**src/rtl/spi_regslave_pkg.sv**
```systemverilog
package spi_regslave_pkg;

  typedef struct packed {
    logic loadStatus;  // frame start: put status byte into transmit shifter
    logic shiftIn;     // rising serial clock: take one input bit
    logic cmdDone;     // eighth rising edge: command byte complete
    logic dataDone;    // a data byte inside the 32-bit window complete
    logic shiftOut;    // falling edge inside a byte: advance output
    logic loadNext;    // falling edge after a byte boundary: present next byte
  } strobe_t;

  localparam int ADDR_W    = 7;
  localparam int DATA_W    = 8;
  localparam int REG_COUNT = 2;

  // Entry 0 is the scratch register, entry 1 the mode register.
  localparam logic [REG_COUNT-1:0][ADDR_W-1:0] REG_ADDR = {7'h10, 7'h0F};
  localparam logic [REG_COUNT-1:0][DATA_W-1:0] REG_RST  = {8'h04, 8'h00};
  localparam int MODE_IDX = 1;

endpackage

```
**src/rtl/spi_ctrl.sv**
```systemverilog
module spi_ctrl
  import spi_regslave_pkg::*;
#(
  parameter int SYNC_STAGES = 2,
  parameter int MAX_BITS    = 32
) (
  input  logic    clk,
  input  logic    rstN,
  input  logic    csN,
  input  logic    sclk,
  input  logic    sdi,
  output strobe_t st,
  output logic    sdiBit,
  output logic    active
);

  localparam int CNT_W = $clog2(MAX_BITS) + 1;
  localparam logic [CNT_W-1:0] CMD_LAST   = CNT_W'(7);
  localparam logic [CNT_W-1:0] DATA_FIRST = CNT_W'(15);
  localparam logic [CNT_W-1:0] BIT_LIMIT  = CNT_W'(MAX_BITS);

  logic [SYNC_STAGES-1:0] csPipe, sclkPipe, sdiPipe;
  logic csPrev, sclkPrev;
  logic [CNT_W-1:0] bitCnt;
  logic csNow, sclkNow, csFall, sclkRise, sclkFall, atBoundary;

  always_ff @(posedge clk or negedge rstN) begin
    if (!rstN) begin
      csPipe   <= '1;
      sclkPipe <= '0;
      sdiPipe  <= '0;
      csPrev   <= 1'b1;
      sclkPrev <= 1'b0;
    end else begin
      csPipe   <= {csPipe[SYNC_STAGES-2:0], csN};
      sclkPipe <= {sclkPipe[SYNC_STAGES-2:0], sclk};
      sdiPipe  <= {sdiPipe[SYNC_STAGES-2:0], sdi};
      csPrev   <= csPipe[SYNC_STAGES-1];
      sclkPrev <= sclkPipe[SYNC_STAGES-1];
    end
  end

  assign csNow    = csPipe[SYNC_STAGES-1];
  assign sclkNow  = sclkPipe[SYNC_STAGES-1];
  assign active   = ~csNow;
  assign csFall   = ~csNow & csPrev;
  assign sclkRise = active & sclkNow & ~sclkPrev;
  assign sclkFall = active & ~sclkNow & sclkPrev;
  assign sdiBit   = sdiPipe[SYNC_STAGES-1];

  always_ff @(posedge clk or negedge rstN) begin
    if (!rstN) begin
      bitCnt <= '0;
    end else if (csFall) begin
      bitCnt <= '0;
    end else if (sclkRise && bitCnt != '1) begin
      bitCnt <= bitCnt + 1'b1;
    end
  end

  assign atBoundary = (bitCnt[2:0] == 3'd0) && (bitCnt != '0);

  always_comb begin
    st            = '0;
    st.loadStatus = csFall;
    st.shiftIn    = sclkRise && !csFall;
    st.cmdDone    = st.shiftIn && (bitCnt == CMD_LAST);
    st.dataDone   = st.shiftIn && (bitCnt[2:0] == 3'd7) &&
                    (bitCnt >= DATA_FIRST) && (bitCnt < BIT_LIMIT);
    st.shiftOut   = sclkFall && !csFall && !atBoundary;
    st.loadNext   = sclkFall && !csFall && atBoundary;
  end

endmodule

```
**src/rtl/spi_dpath.sv**
```systemverilog
module spi_dpath
  import spi_regslave_pkg::*;
(
  input  logic              clk,
  input  logic              rstN,
  input  strobe_t           st,
  input  logic              sdiBit,
  input  logic [DATA_W-1:0] statusIn,
  output logic              sdo,
  output logic [DATA_W-1:0] modeOut,
  output logic              isWrite
);

  logic [DATA_W-2:0] rxShift;
  logic [DATA_W-1:0] fullByte, txShift, txNext, rdCmd, rdNext;
  logic [ADDR_W-1:0] curAddr, nextAddr;
  logic [DATA_W-1:0] bank [REG_COUNT];

  function automatic logic [DATA_W-1:0] lookup(input logic [ADDR_W-1:0] a,
                                               input logic [DATA_W-1:0] b [REG_COUNT]);
    logic [DATA_W-1:0] v;
    v = '0;
    for (int i = 0; i < REG_COUNT; i++) begin
      if (a == REG_ADDR[i]) v = b[i];
    end
    return v;
  endfunction

  assign fullByte = {rxShift, sdiBit};
  assign nextAddr = curAddr + 1'b1;

  always_comb begin
    rdCmd  = lookup(fullByte[DATA_W-1:1], bank);
    rdNext = lookup(nextAddr, bank);
  end

  always_ff @(posedge clk or negedge rstN) begin
    if (!rstN) begin
      rxShift <= '0;
      txShift <= '0;
      txNext  <= '0;
      curAddr <= '0;
      isWrite <= 1'b0;
    end else if (st.loadStatus) begin
      txShift <= statusIn;
      rxShift <= '0;
      isWrite <= 1'b0;
    end else begin
      if (st.shiftIn) rxShift <= fullByte[DATA_W-2:0];
      if (st.cmdDone) begin
        curAddr <= fullByte[DATA_W-1:1];
        isWrite <= fullByte[0];
        txNext  <= rdCmd;
      end
      if (st.dataDone) begin
        curAddr <= nextAddr;
        txNext  <= rdNext;
      end
      if (st.shiftOut) txShift <= {txShift[DATA_W-2:0], 1'b0};
      if (st.loadNext) txShift <= txNext;
    end
  end

  for (genvar g = 0; g < REG_COUNT; g++) begin : gReg
    always_ff @(posedge clk or negedge rstN) begin
      if (!rstN) begin
        bank[g] <= REG_RST[g];
      end else if (st.dataDone && isWrite && curAddr == REG_ADDR[g]) begin
        bank[g] <= fullByte;
      end
    end
  end

  assign sdo     = txShift[DATA_W-1];
  assign modeOut = bank[MODE_IDX];

endmodule

```
**src/rtl/spi_regslave.sv**
```systemverilog
module spi_regslave
  import spi_regslave_pkg::*;
#(
  parameter int SYNC_STAGES = 2,
  parameter int MAX_BITS    = 32
) (
  input  logic       clk,
  input  logic       rstN,
  input  logic       csN,
  input  logic       sclk,
  input  logic       sdi,
  input  logic [7:0] statusIn,
  output logic       sdo,
  output logic       sdoEn,
  output logic [7:0] modeOut
);

  strobe_t st;
  logic    sdiBit;
  logic    dpIsWrite;

  spi_ctrl #(.SYNC_STAGES(SYNC_STAGES), .MAX_BITS(MAX_BITS)) u_ctrl (
    .clk(clk), .rstN(rstN), .csN(csN), .sclk(sclk), .sdi(sdi),
    .st(st), .sdiBit(sdiBit), .active(sdoEn)
  );

  spi_dpath u_dpath (
    .clk(clk), .rstN(rstN), .st(st), .sdiBit(sdiBit), .statusIn(statusIn),
    .sdo(sdo), .modeOut(modeOut), .isWrite(dpIsWrite)
  );

endmodule

```
**config.mk**
```make
export PLATFORM = sky130hd
export DESIGN_NAME = spi_regslave
export DESIGN_NICKNAME = d
export VERILOG_FILES = /design/src/rtl/spi_regslave_pkg.sv /design/src/rtl/spi_ctrl.sv /design/src/rtl/spi_dpath.sv /design/src/rtl/spi_regslave.sv
export SDC_FILE = /design/constraint.sdc
export NUM_CORES = 1
export LEC_CHECK = 0
export BUFFER_PORTS_ARGS = -buffer_cell sky130_fd_sc_hd__buf_2
export CAP_MARGIN = 10
export CORE_UTILIZATION = 50
export CTS_BUF_LIST = sky130_fd_sc_hd__clkbuf_16
export DETAILED_ROUTE_END_ITERATION = 10
export GPL_TIMING_DRIVEN = 0
export PLACE_DENSITY = 0.83
export SETUP_SLACK_MARGIN = 0.3
export SYNTH_ARGS = -nofsm -noshare
export SYNTH_HDL_FRONTEND = slang
export SYNTH_SLANG_ARGS = --single-unit
```
**constraint.sdc**
```tcl
create_clock -name clk -period 1.9 [get_ports clk]
set_input_delay 0.38 -clock clk [delete_from_list [all_inputs] [get_ports clk]]
set_output_delay 0.38 -clock clk [all_outputs]
set_load 0.02 [all_outputs]
```
After elaboration in Yosys (flattened, before gate mapping):

Cells that the tools add are included.

* output and inout bits: 10
* input port bits: 13
* flip-flop bits (word level): 61
* word-level logic and storage cells: 75

* equal/unequal tests: 9
* reduce and logical (&&, ||, !) cells: 23
* mux-type cells: 17
* order comparisons: 2
* $add $sub $neg: 2
* bitwise gates (word level): 9

Operator list (number)
* 8-bit 2-to-1 mux: 9
* 7-bit 2-to-1 mux: 4
* 7-bit by 4-bit == test with 1-bit output (second input constant): 3
* 7-bit by 5-bit == test with 1-bit output (second input constant): 3
* 1-bit logical AND: 13
* 6-bit 2-to-1 mux: 2
* 2-bit nonzero test: 4
* 7-bit by 1-bit adder with 7-bit output (second input constant): 1
* 6-bit by 1-bit adder with 6-bit output (second input constant): 1
* 6-bit by 3-bit == test with 1-bit output (second input constant): 1
* 6-bit by 4-bit >= comparator with 1-bit output (second input constant): 1
* 6-bit < comparator (second input constant): 1
* 6-bit != test (second input constant): 1
* 6-bit nonzero test: 1
* 1-bit bitwise AND: 5
* 1-bit inverter: 4
* 3-bit == test (second input constant): 1
* 3-bit logical NOT: 1
* 3-bit nonzero test: 1
* 1-bit logical NOT: 2
* 1-bit 2-to-1 mux: 2
* 2-bit AND reduction: 1

Logic depth before layout (Yosys ltp):

Gate-level depths: netlist of the first run.

* word-level depth: 9
* depth in mapped cells: 7
* gate-level depth less buffers: 6

Hierarchy:

Synthesis of the first run repeated with hierarchy kept, for this count alone.

* cells, all modules: 309
* area, all modules: 3325.7 µm²

Modules (own cells, without submodules)
* spi_dpath: area each 2632.5 µm², cells each 250, instances 1
* spi_ctrl: area each 693.2 µm², cells each 59, instances 1

Least setup slack after synthesis of the first run:

No wires, ideal clock.

* kind: register to register
* from: register u_ctrl.bitCnt[0]
* to: register u_dpath.bank[10] in the netlist's numbering
* stages on the path, launching flop included: 6
* arrival: 1.771 ns
* path slack: 0.005 ns
* data required time: 1.775 ns
* period minus slack after synthesis: 1.895 ns
* library setup time: 0.125 ns
* path through: dfrtp_1 > ha_1 > and3_1 > o2111ai_2 > nor3_4 > mux2_2

* cells in the longest elaborated chain, start to end: 6

RTL lines
* start, declared: RTL line spi_ctrl.sv:24 `logic [CNT_W-1:0] bitCnt;`
* start signal, assigned: RTL line spi_ctrl.sv:57 `bitCnt <= bitCnt + 1'b1;`
* branches (longest 3 deep; another with 6-bit by 4-bit >= comparator with 1-bit output)
* 1-bit logical AND (*): RTL line spi_ctrl.sv:69 `(bitCnt >= DATA_FIRST) && (bitCnt < BIT_LIMIT);`
* 1-bit logical AND (*) (2 in series): RTL line spi_dpath.sv:68 `end else if (st.dataDone && isWrite && curAddr == REG_ADDR[g]) begin`
* end signal, assigned by index: RTL line spi_dpath.sv:67 `bank[g] <= REG_RST[g];`
* end signal, assigned by index: RTL line spi_dpath.sv:69 `bank[g] <= fullByte;`
* end, declared: RTL line spi_dpath.sv:17 `logic [DATA_W-1:0] bank [REG_COUNT];`

Every way passes the cells marked *.
A chain may end at the register's enable or synchronous reset.

Worst setup path after layout of the first run:

* from: register u_ctrl.sclkPrev
* to: register u_dpath.bank (netlist bit u_dpath.modeOut[5])

* cells in the longest elaborated chain, start to end: 8

RTL lines
* start, declared: RTL line spi_ctrl.sv:23 `logic csPrev, sclkPrev;`
* start signal, assigned: RTL line spi_ctrl.sv:39 `sclkPrev <= sclkPipe[SYNC_STAGES-1];`
* 1-bit inverter: RTL line spi_ctrl.sv:47 `assign sclkRise = active & sclkNow & ~sclkPrev;`
* 1-bit bitwise AND: RTL line spi_ctrl.sv:47
* 1-bit logical AND: RTL line spi_ctrl.sv:66 `st.shiftIn = sclkRise && !csFall;`
* 1-bit logical AND (2 in series): RTL line spi_ctrl.sv:68 `st.dataDone = st.shiftIn && (bitCnt[2:0] == 3'd7) &&`
* 1-bit logical AND: RTL line spi_ctrl.sv:69
* 1-bit logical AND (2 in series): RTL line spi_dpath.sv:68

No other way between the ends.

==> results.md, run 1 <==
* Clock-pin slew on the worst setup and hold paths at 50 ps
* Hold_ws at 28.9 ps
* NetSw at 0.728 mW
* Synth Register Bits at 61
* Max-slew violation count at 0
* Number of global-route vias before repair at 2675
* CTS tree: done
* Synthesis Warnings at 0
* Setup TNS at -2170 ps
* Unique masters post-synth at 48
* Comb power frac at 7.3%
* Routed Antenna Nets at 0
* Placer Congestion at 0.874
* Failing checks: negative setup slack
* Ys flop type: dfrtp_1
* Largest net degree at the start of global routing at 42
* Total GRT Usage at 30.0%
* Pre-antenna DRT Iters at 5
* Fraction of layout cells with a size suffix above 1 at 47.5%
* Global route overflow at 0
* Post-Syn Area at 3070 sq um
* CTS max path bufs at 2
* # H-tree levels at 3
* Post-route DRC at 0
* Worst path required time at 2110 ps
* Endpoints failing setup at 31
* First-pass GRT wire length at 13.9 mm
* Critical path class: reg -> reg
* Crit. End Element: register
* Worst clock skew at 6.93 ps
* WL met2 at 4.96 mm
* Initial antenna violation count at 0
* Die W at 80.3 microns
* Crit path time final at 2030 ps
* IR drop worst, VDD at 0.555 mV
* Async set or reset register ratio after synthesis at 100%
* Initial core utilization at 51.8%
* Core footprint at 5920 sq um
* DP HPWL at 4.79 mm
* Register area share after synthesis at 49.9%
* Routed WL per cell at 23.6 microns
* Status: complete, but fails checks
* DRT iter0 DRCs at 217
* Pint at 2.29 mW
* Leak at 1.98 nW
* Post-synth EDFFs at 0
* Fin crit share at 107%
* Antenna cells at 0
* Vias per cell at 6.62
* Hold Crit Class: in -> async
* Top sig layer: met4
* Root buf cell: clkbuf_16
* Syn Nets at 297
* Max_cap viols at 0
* Worst Tran Pin Value at 641 ps
* Boundary pin count at 23
* Pwr/cell area at 697 nW/um^2
* Sw Ratio at 24.1%
* Total wire length at 10.3 mm
* Hold Fails Final Rpt at 0
* Vias at 2878
* Synthesized area per cell at 11.0 sq um
* Clock power frac at 46.8%
* Clock sinks at 61
* RSZ-0062 raised after global routing: yes
* Max Clock Freq at 493 MHz
* Crit start category: register
* Relative slew slack at 57.0%
* Area grow syn2layout at 41.3%
* Cts hold-fix bufs at 0
* CTS buffer count at 9
* Met3 WL at 733 microns
* Die height at 80.3 microns
* Sequential Power Share at 45.9%
* CP max FO at 8
* Final setup margin at -128 ps
* Clock latency on the worst-skew pair at 330 ps
* Met1 WL at 3.90 mm
* Row count at 28
* PortBufs at 22
* Cells after synthesis at 278
* Final #Nets at 375
* Crit path DAT at 2240 ps
* Full die area at 6460 sq um
sequential cells by signal, summed over array words and instances, names as in the netlist:
signal and cells:
u_ctrl.bitCnt 6, u_dpath.modeOut 8, u_ctrl.sdiPipe 2, u_ctrl.sclkPrev 1
u_dpath.txNext 8, u_dpath.isWrite 1, u_dpath.txShift 8, u_ctrl.csPrev 1
u_dpath.curAddr 7, u_ctrl.csPipe 2, u_dpath.rxShift 7, u_dpath.bank 8
u_ctrl.sclkPipe 2
placed cells by master, fill, tap and decap left out, types with 3 or more instances in the layout:
| master | count |
|---|---|
| buf_12 | 4 |
| mux2i_1 | 11 |
| a21oi_2 | 6 |
| dfrtp_1 | 50 |
| a21oi_1 | 18 |
| dfrtp_2 | 7 |
| and3_1 | 3 |
| nand3_1 | 9 |
| mux2_4 | 16 |
| buf_6 | 15 |
| nand2_2 | 4 |
| o21ai_2 | 6 |
| buf_4 | 36 |
| inv_1 | 11 |
| a22oi_1 | 8 |
| ha_1 | 3 |
| a22o_1 | 7 |
| nand2_1 | 14 |
| dfstp_2 | 4 |
| nor2_1 | 10 |
| nand4_1 | 3 |
| a221o_1 | 8 |
| clkbuf_16 | 12 |
| clkbuf_2 | 4 |
| o21ai_1 | 16 |
| buf_2 | 22 |
per-stage QoR:
| step | setup slack (ps) | total power, mW | instances | instance area (sq um) | utilization (%) |
|---|---|---|---|---|---|
| after detailed placement | -345 | 1.56 | 376 | 3380 | 57.0 |
| after global placement | -199 | 1.54 | 375 | 3360 | 56.7 |
| after global routing | -140 | 3.10 | 435 | 4340 | 73.2 |
| after CTS | 64.7 | 2.95 | 421 | 4020 | 67.9 |
| after floorplan | 133 | 1.48 | 278 | 3150 | - |
| final | -128 | 3.02 | 435 | 4340 | 73.2 |
final timing paths:
kind | slack [ps] | from | to | depth (start not counted)
worst max register to register | -130 | u_ctrl.sclkPrev$_DFF_PN0_ | u_dpath.modeOut[5]$_DFFE_PN0P_ | 5
worst max-delay path | -130 | u_ctrl.sclkPrev$_DFF_PN0_ | u_dpath.modeOut[5]$_DFFE_PN0P_ | 5
max in group asynchronous | 1200 | rstN | u_dpath.modeOut[2]$_DFFE_PN1P_ | 2
worst min register to register | 360 | u_ctrl.csPipe[0]$_DFF_PN1_ | u_ctrl.csPipe[1]$_DFF_PN1_ | 0
min in group clk | 140 | csN | u_ctrl.csPipe[0]$_DFF_PN1_ | 1
worst min-delay path | 30 | rstN | u_ctrl.bitCnt[0]$_DFFE_PN0P_ | 1
worst max-delay path: stages (launching register included):
cell and delay (ps):
dfrtp_1 460, nor4b_4 410, o2111ai_4 280, nor3_4 250
buf_12 180, mux2_4 310
power by group through the flow:
| stage | combinational, mW | clock, mW | sequential, mW |
|---|---|---|---|
| finish | 0.221 | 1.41 | 1.39 |
| floorplan | 0.0836 | 0 | 1.39 |
| CTS | 0.183 | 1.39 | 1.37 |
| detailed placement | 0.155 | 0 | 1.40 |
| global placement | 0.141 | 0 | 1.40 |
| global route | 0.241 | 1.47 | 1.39 |
metal layers:
layer / global-route usage, % / vias to the layer above
met3: 6.25 / 62
met2: 49.5 / 214
met1: 34.5 / 1418
li1: - / 1184
met5: 0 / -
met4: 20.9 / 0
cell usage after synthesis, types with 3 or more instances:
cell | instances | area [sq um]
buf_4 | 9 | 67.6
o21ai_1 | 9 | 45.0
mux2i_1 | 12 | 120
inv_1 | 11 | 41.3
nand2_1 | 18 | 67.6
nand3_1 | 10 | 50.1
dfrtp_1 | 57 | 1430
buf_2 | 3 | 15.0
and3_1 | 4 | 25.0
o21ai_0 | 13 | 65.1
a21oi_1 | 24 | 120
mux2_2 | 16 | 180
a22o_1 | 7 | 61.3
a221o_1 | 8 | 80.1
clkbuf_1 | 6 | 22.5
a22oi_1 | 9 | 67.6
nand4_1 | 3 | 18.8
dfstp_2 | 4 | 105
nor2_1 | 13 | 48.8
xnor2_1 | 3 | 26.3
ha_1 | 6 | 75.1
cell type report:
cell class,instances,area (sq um)
Clock inverter,6,25.0
Timing Repair Buffer,67,598
Clock buffer,9,225
Buffer,19,155
Sequential cell,61,1540
Inverter,11,46.3
Tap cell,75,93.8
Fill cell,324,1590
Multi-Input combinational cell,187,1650
repair_timing:
| action | 4_1_cts | 5_1_grt |
|---|---|---|
| pin swaps | 18 | 17 |
| hold endpoints to repair | 0 | 0 |
| gates cloned | 0 | 4 |
| setup buffers | 30 | 10 |
| gates resized for setup | 41 | 56 |
| setup endpoints to repair | 46 | 47 |
cell families after synthesis:
| kind of cell | Yosys count | share of synthesized area [%] |
|---|---|---|
| AOI/OAI and AO/OA | 82 | 18.6 |
| buffers and inverters | 30 | 4.89 |
| and+or+nand+nor | 66 | 12.9 |
| xor gates and xnor gates | 5 | 1.43 |
| muxes | 28 | 9.78 |
| DFF | 61 | 49.9 |
| adders and majority gates | 6 | 2.45 |
Power figures use the tool's default switching activity.
==> run 2, diff against run 1 <==
--- a/config.mk
+++ b/config.mk
@@ -7,11 +7,13 @@
 export LEC_CHECK = 0
 export BUFFER_PORTS_ARGS = -buffer_cell sky130_fd_sc_hd__buf_2
 export CAP_MARGIN = 10
-export CORE_UTILIZATION = 50
+export CELL_PAD_IN_SITES_DETAIL_PLACEMENT = 0
+export CELL_PAD_IN_SITES_GLOBAL_PLACEMENT = 1
+export CORE_UTILIZATION = 43
 export CTS_BUF_LIST = sky130_fd_sc_hd__clkbuf_16
 export DETAILED_ROUTE_END_ITERATION = 10
 export GPL_TIMING_DRIVEN = 0
-export PLACE_DENSITY = 0.83
+export PLACE_DENSITY = 0.87
 export SETUP_SLACK_MARGIN = 0.3
 export SYNTH_ARGS = -nofsm -noshare
 export SYNTH_HDL_FRONTEND = slang
==> results.md, run 2 (synthesis gave the netlist of run 1 again) <==
* Status: complete, but fails checks
* Failing checks: negative setup slack
* Number of global-route vias before repair at 2542
* Die W at 86.5 microns
* Post-Place Worst Slack at -422 ps
* Crit path DAT at 2140 ps
* # H-tree levels at 3
* Worst Tran Pin Value at 661 ps
* IR drop worst, VDD at 0.494 mV
* Placer Congestion at 0.791
* Row count at 30
* Critical path class: reg -> reg
* Met3 Usage GRT at 4.00%
* CTS buffer count at 9
* Crit path time final at 1930 ps
* RSZ-0062 raised after global routing: yes
* Clock sinks at 61
* Leak at 1.95 nW
* WP buf/inv at 2
* Die height at 86.5 microns
* Crit start category: register
* Slowest stage delay, CP at 400 ps
* Full die area at 7480 sq um
* Crit. End Element: register
* Most common cell after layout, fill and taps aside: dfrtp_1
* Routed Antenna Nets at 0
* Met1 usage at 31.1%
* Worst clock skew at 5.86 ps
* Hold Crit Class: in -> async
* Final #Nets at 373
* Crit-path cells: nor4b_4, buf_4, o2111ai_4, nor3_4, buf_6, mux2_4
* Post-route core utilization at 62.7%
* Pre-antenna DRT Iters at 5
* Fin crit share at 102%
* GRT Max-Usage Layer: met2
* Area grow syn2layout at 39.5%
* Final instance area at 4280 sq um
* Endpoints failing setup at 15
* Initial antenna violation count at 0
* Largest net degree at the start of global routing at 35
* Root buf cell: clkbuf_16
* Fraction of layout cells with a size suffix above 1 at 44.3%
* PortBufs at 22
* Max-slew violation count at 0
* CP top delay family: simple AND/OR/NAND/NOR gates
* Crit path max-delay cell type: dfstp_2
* Clock latency on the worst-skew pair at 320 ps
* Initial core utilization at 44.9%
* Final setup margin at -33.6 ps
* Worst path required time at 2100 ps
* CTS tree: done
* DP Area at 3400 sq um
* # fillers at 517
* Boundary pin count at 23
* Commonest cells after routing, fill and taps aside: dfrtp_1 (50), buf_4 (35), buf_2 (23), a21oi_1 (22), o21ai_1 (18)
* Core footprint at 6830 sq um
* Met2 usage at 41.1%
* DRT iter0 DRCs at 215
* Post-route DRC at 0
* Max Clock Freq at 517 MHz
* Hold Fails Final Rpt at 0
* Global route overflow at 0
* First-pass GRT wire length at 13.5 mm
* Max_cap viols at 0
* Tot Pwr at 3.14 mW
* Vias per cell at 5.69
* Cts hold-fix bufs at 0
* Total GRT Usage at 24.2%
* Clock-pin slew on the worst setup and hold paths at 50 ps
* Total wire length at 8.31 mm
* DP HPWL at 4.69 mm
* CP max FO at 5
* Pwr/cell area at 734 nW/um^2
* Routed WL per cell at 18.3 microns
* Relative slew slack at 56.0%
* Antenna cells at 0
* CTS max path bufs at 2
* Vias at 2588
==> run 2: cell count changes in the layout (fill, tap and decap cells not counted), sizes merged <==
cell and change:
buf +1, inv -2, clkbuf -3, bufinv +1, clkinv +2
==> run 2: worst paths after layout <==
| kind | cells past startpoint | slack (ps) | startpoint | to |
|---|---|---|---|---|
| max in group asynchronous | 2 | 1130 | rstN | u_dpath.modeOut[2]$_DFFE_PN1P_ |
| min in group clk | 1 | 150 | csN | u_ctrl.csPipe[0]$_DFF_PN1_ |
| worst min register to register | 0 | 350 | u_ctrl.sclkPipe[0]$_DFF_PN0_ | u_ctrl.sclkPipe[1]$_DFF_PN0_ |
| worst min-delay path | 1 | 90 | rstN | u_dpath.curAddr[3]$_DFFE_PN0P_ |
| worst max-delay path | 6 | -30 | u_ctrl.csPrev$_DFF_PN1_ | u_dpath.modeOut[0]$_DFFE_PN0P_ |
| worst max register to register | 6 | -30 | u_ctrl.csPrev$_DFF_PN1_ | u_dpath.modeOut[0]$_DFFE_PN0P_ |
==> run 2: metal layers <==
layer / vias up / routed length (microns)
met5: - / 0
met4: 0 / 147
met3: 18 / 387
met2: 78 / 4190
met1: 1314 / 3580
li1: 1178 / -
==> run 2: cell type report <==
type                            count  area [sq um]  share of cell area, %
Inverter                           11          46.3                   1.08
Tap cell                           96           120                   2.81
Buffer                             19           151                   3.54
Multi-Input combinational cell    187          1600                   37.4
Timing Repair Buffer               65           541                   12.6
Clock inverter                      7          57.6                   1.34
Sequential cell                    61          1540                   36.0
Clock buffer                        9           225                   5.26
==> run 2: stage by stage <==
step | TNS, ps | instances | hold slack [ps]
after floorplan | 0 | 278 | 84.4
after global placement | -3320 | 396 | 333
after detailed placement | -4860 | 397 | 336
after CTS | 0 | 448 | 117
after global routing | -1160 | 455 | 147
final | -204 | 455 | 87.1
==> run 2: power by group <==
| group | internal, mW | total (mW) | switching, mW |
|---|---|---|---|
| registers | 1.35 | 1.38 | 0.0335 |
| clock network | 0.995 | 1.56 | 0.566 |
| logic | 0.0934 | 0.202 | 0.109 |
| total | 2.43 | 3.14 | 0.709 |
==> run 2: repair_timing <==
action                     CTS  global route
pin swaps                   20            13
resized for setup           51            31
setup endpoints to repair   46            47
setup buffers               33             7
cloned                       2             0
==> run 3, diff against run 2 <==
--- a/config.mk
+++ b/config.mk
@@ -5,15 +5,17 @@
 export SDC_FILE = /design/constraint.sdc
 export NUM_CORES = 1
 export LEC_CHECK = 0
+export ABC_AREA = 1
 export BUFFER_PORTS_ARGS = -buffer_cell sky130_fd_sc_hd__buf_2
 export CAP_MARGIN = 10
 export CELL_PAD_IN_SITES_DETAIL_PLACEMENT = 0
 export CELL_PAD_IN_SITES_GLOBAL_PLACEMENT = 1
-export CORE_UTILIZATION = 43
+export CORE_UTILIZATION = 41
 export CTS_BUF_LIST = sky130_fd_sc_hd__clkbuf_16
 export DETAILED_ROUTE_END_ITERATION = 10
+export GPL_ROUTABILITY_DRIVEN = 1
 export GPL_TIMING_DRIVEN = 0
-export PLACE_DENSITY = 0.87
+export PLACE_DENSITY = 0.88
 export SETUP_SLACK_MARGIN = 0.3
 export SYNTH_ARGS = -nofsm -noshare
 export SYNTH_HDL_FRONTEND = slang
==> results.md, run 3 <==
* Status: finished, final reports clean
* Max_cap viols at 0
* Synth area leaders: dfrtp_1 (43%), nand2_1 (12%), nand3_1 (6.7%)
* Critical path class: reg -> reg
* Slack of the worst reg-to-reg path at 90 ps
* Tot Pwr at 3.11 mW
* Ys flop type: dfrtp_1
* CTS buffer count at 9
* Final setup margin at 94.6 ps
* Async set or reset register ratio after synthesis at 100%
* Global route overflow at 0
* Boundary pin count at 23
* Core footprint at 7730 sq um
* DP HPWL at 5.52 mm
* Crit start category: register
* WP buf/inv at 5
* Cells after DPL at 533
* Crit path DAT at 2070 ps
* Die height at 91.6 microns
* Endpoints failing setup at 0
* Reg-to-Reg Start: u_ctrl.bitCnt[1]$_DFFE_PN0P_
* RSZ-0062 raised after global routing: yes
* CP top delay family: simple AND/OR/NAND/NOR gates
* DP Area at 3570 sq um
* Crit path time final at 1810 ps
* Final instance area at 4250 sq um
* Crit. End Element: register
* Post-synth EDFFs at 0
* Largest net degree at the start of global routing at 37
* CP dominant cell by count: nand2_2
* Clock-pin slew on the worst setup and hold paths at 50 ps
* Met2 usage at 33.0%
* Most frequent cell after synthesis: nand2_1
* Met3 Usage GRT at 2.93%
* FF+latch area at 1530 sq um
* DRT iter0 DRCs at 309
* Pre-antenna DRT Iters at 5
* CTS max path bufs at 2
* Routed Antenna Nets at 0
* CTS tree: done
* Layout Cells excl Fill at 573
* Total wire length at 8.28 mm
* Cells after synthesis at 408
* Routed WL per cell at 14.4 microns
* Post-synth top area cell: dfrtp_1
* Placer Congestion at 0.847
* GRT Max-Usage Layer: met2
* Area grow syn2layout at 29.0%
* Vias per cell at 5.18
* Root buf cell: clkbuf_16
* Hold Crit Class: in -> async
* PortBufs at 22
* CP max FO at 7
* IR drop worst, VDD at 0.636 mV
* Crit path max-delay cell type: dfrtp_1
* Worst path required time at 2160 ps
* Vias at 2971
* Most common cell after layout, fill and taps aside: nand2_1
* Leak at 1.97 nW
* Fin crit share at 95.0%
* Fraction of layout cells with a size suffix above 1 at 29.7%
* Worst clock skew at 7.17 ps
* Initial antenna violation count at 0
* Synthesized area per cell at 8.07 sq um
* Post-Syn Area at 3290 sq um
* # H-tree levels at 3
* Commonest cells after routing, fill and taps aside: nand2_1 (94), dfrtp_1 (56), nand3_1 (41), inv_1 (36), nor2_1 (31)
* Die W at 91.6 microns
* Register area share after synthesis at 46.5%
* Relative slew slack at 45.9%
* Unique masters post-synth at 32
* Synthesis Warnings at 0
* First-pass GRT wire length at 13.6 mm
* Max-slew violation count at 0
* Antenna cells at 0
* Area share of the largest cell type after synthesis at 43.3%
* Syn Nets at 427
* R2r endpoint: u_dpath.txNext[7]$_DFFE_PN0P_
* Total GRT Usage at 20.8%
* Pwr/cell area at 733 nW/um^2
* Clock latency on the worst-skew pair at 330 ps
* Post-Place Worst Slack at -22.5 ps
* Row count at 32
* Hold Fails Final Rpt at 0
* Slowest stage delay, CP at 390 ps
* Post-route DRC at 0
* Crit path from: u_ctrl.bitCnt[1]$_DFFE_PN0P_
* Met1 usage at 27.4%
* Multi-input gate area in the final layout at 1640 sq um
* Final #Nets at 485
* # fillers at 679
* Crit-path cells: ha_2, nand2_2, inv_2, nand2_2, nand2_2, inv_2, nor3_4, buf_6, buf_12, nor2_4, buf_4, nand2_1, nand2_1
* Max Clock Freq at 554 MHz
* Clock sinks at 61
* Worst Tran Pin Value at 811 ps
* Top cells by count, synth: nand2_1 (105), dfrtp_1 (57), nand3_1 (44), inv_1 (36), nor2_1 (35)
* Full die area at 8390 sq um
* Number of global-route vias before repair at 2846
* Initial core utilization at 42.6%
* FF-to-FF path depth at 13
* Synth Register Bits at 61
[run 3: changes by cell type after synthesis, moves of 7 or more]
cell / change
a21oi_1: -9
a221o_1: -8
a22o_1: -7
a22oi_1: -8
inv_1: +25
mux2_2: -16
mux2i_1: -12
nand2_1: +87
nand3_1: +34
nor2_1: +22
o211ai_1: +7
o21ai_2: +8
[run 3: power by group]
group | switching [mW] | internal [mW]
combinational | 0.130 | 0.0711
sequential | 0.0305 | 1.35
clock | 0.543 | 0.985
total | 0.704 | 2.41
[run 3: cell type report]
type,instances,area share [%]
inverter,39,3.45
clock inverter,7,1.24
multi-input combinational,291,38.6
timing repair buffer,45,8.25
tap,102,3.01
buffer,19,4.04
clock buffer,9,5.30
sequential,61,36.1
[run 3: per-stage QoR]
| stage | hold WS, ps | util [%] | setup TNS (ps) |
|---|---|---|---|
| floorplan | 84.4 | - | 0 |
| global placement | 334 | 45.9 | -98.7 |
| finish | 147 | 55.0 | 0 |
| CTS | 154 | 53.6 | 0 |
| global route | 158 | 55.0 | -72.1 |
| detailed placement | 337 | 46.1 | -42.4 |
[run 3: repair_timing]
item                                    in CTS  in global routing
endpoints found under the setup margin      44                 45
cloned                                       7                  1
pin swaps                                    3                 10
gates resized for setup                     42                 25
hold buffers                                 0                  0
setup buffers                               14                  2
[run 3: cell families after synthesis]
kind of cell    share of synthesized area, %
buf+inv                                 8.70
compound gates                          12.3
fa+ha+maj                               2.28
simple gates                            30.2
flops                                   46.5
[run 3: routing by layer]
metal / wire (microns) / up-vias / share of wire, %
met2: 3940 / 89 / 48
li1: - / 1452 / -
met5: 0 / - / 0
met1: 3660 / 1406 / 44
met3: 418 / 24 / 5.1
met4: 259 / 0 / 3.1
[run 3: how the worst max path moves through the flow]
stage	to	slack [ps]	cells past startpoint
floorplan	u_dpath.modeOut[5]$_DFFE_PN0P_	290	9
global placement	u_dpath.modeOut[5]$_DFFE_PN0P_	-50	8
detailed placement	u_dpath.modeOut[5]$_DFFE_PN0P_	-20	8
CTS	u_dpath.modeOut[6]$_DFFE_PN0P_	100	12
global route	u_dpath.txNext[7]$_DFFE_PN0P_	-20	13
finish	u_dpath.txNext[7]$_DFFE_PN0P_	90	13
[run 3: worst register-to-register path, cell delays in order (launching register included)]
cell and delay [ps]:
dfrtp_1 390, ha_2 200, nand2_2 80, inv_2 40, nand2_2 70, nand2_2 50, inv_2 80, nor3_4 40
buf_6 150, buf_12 120, nor2_4 220, buf_4 200, nand2_1 60, nand2_1 60
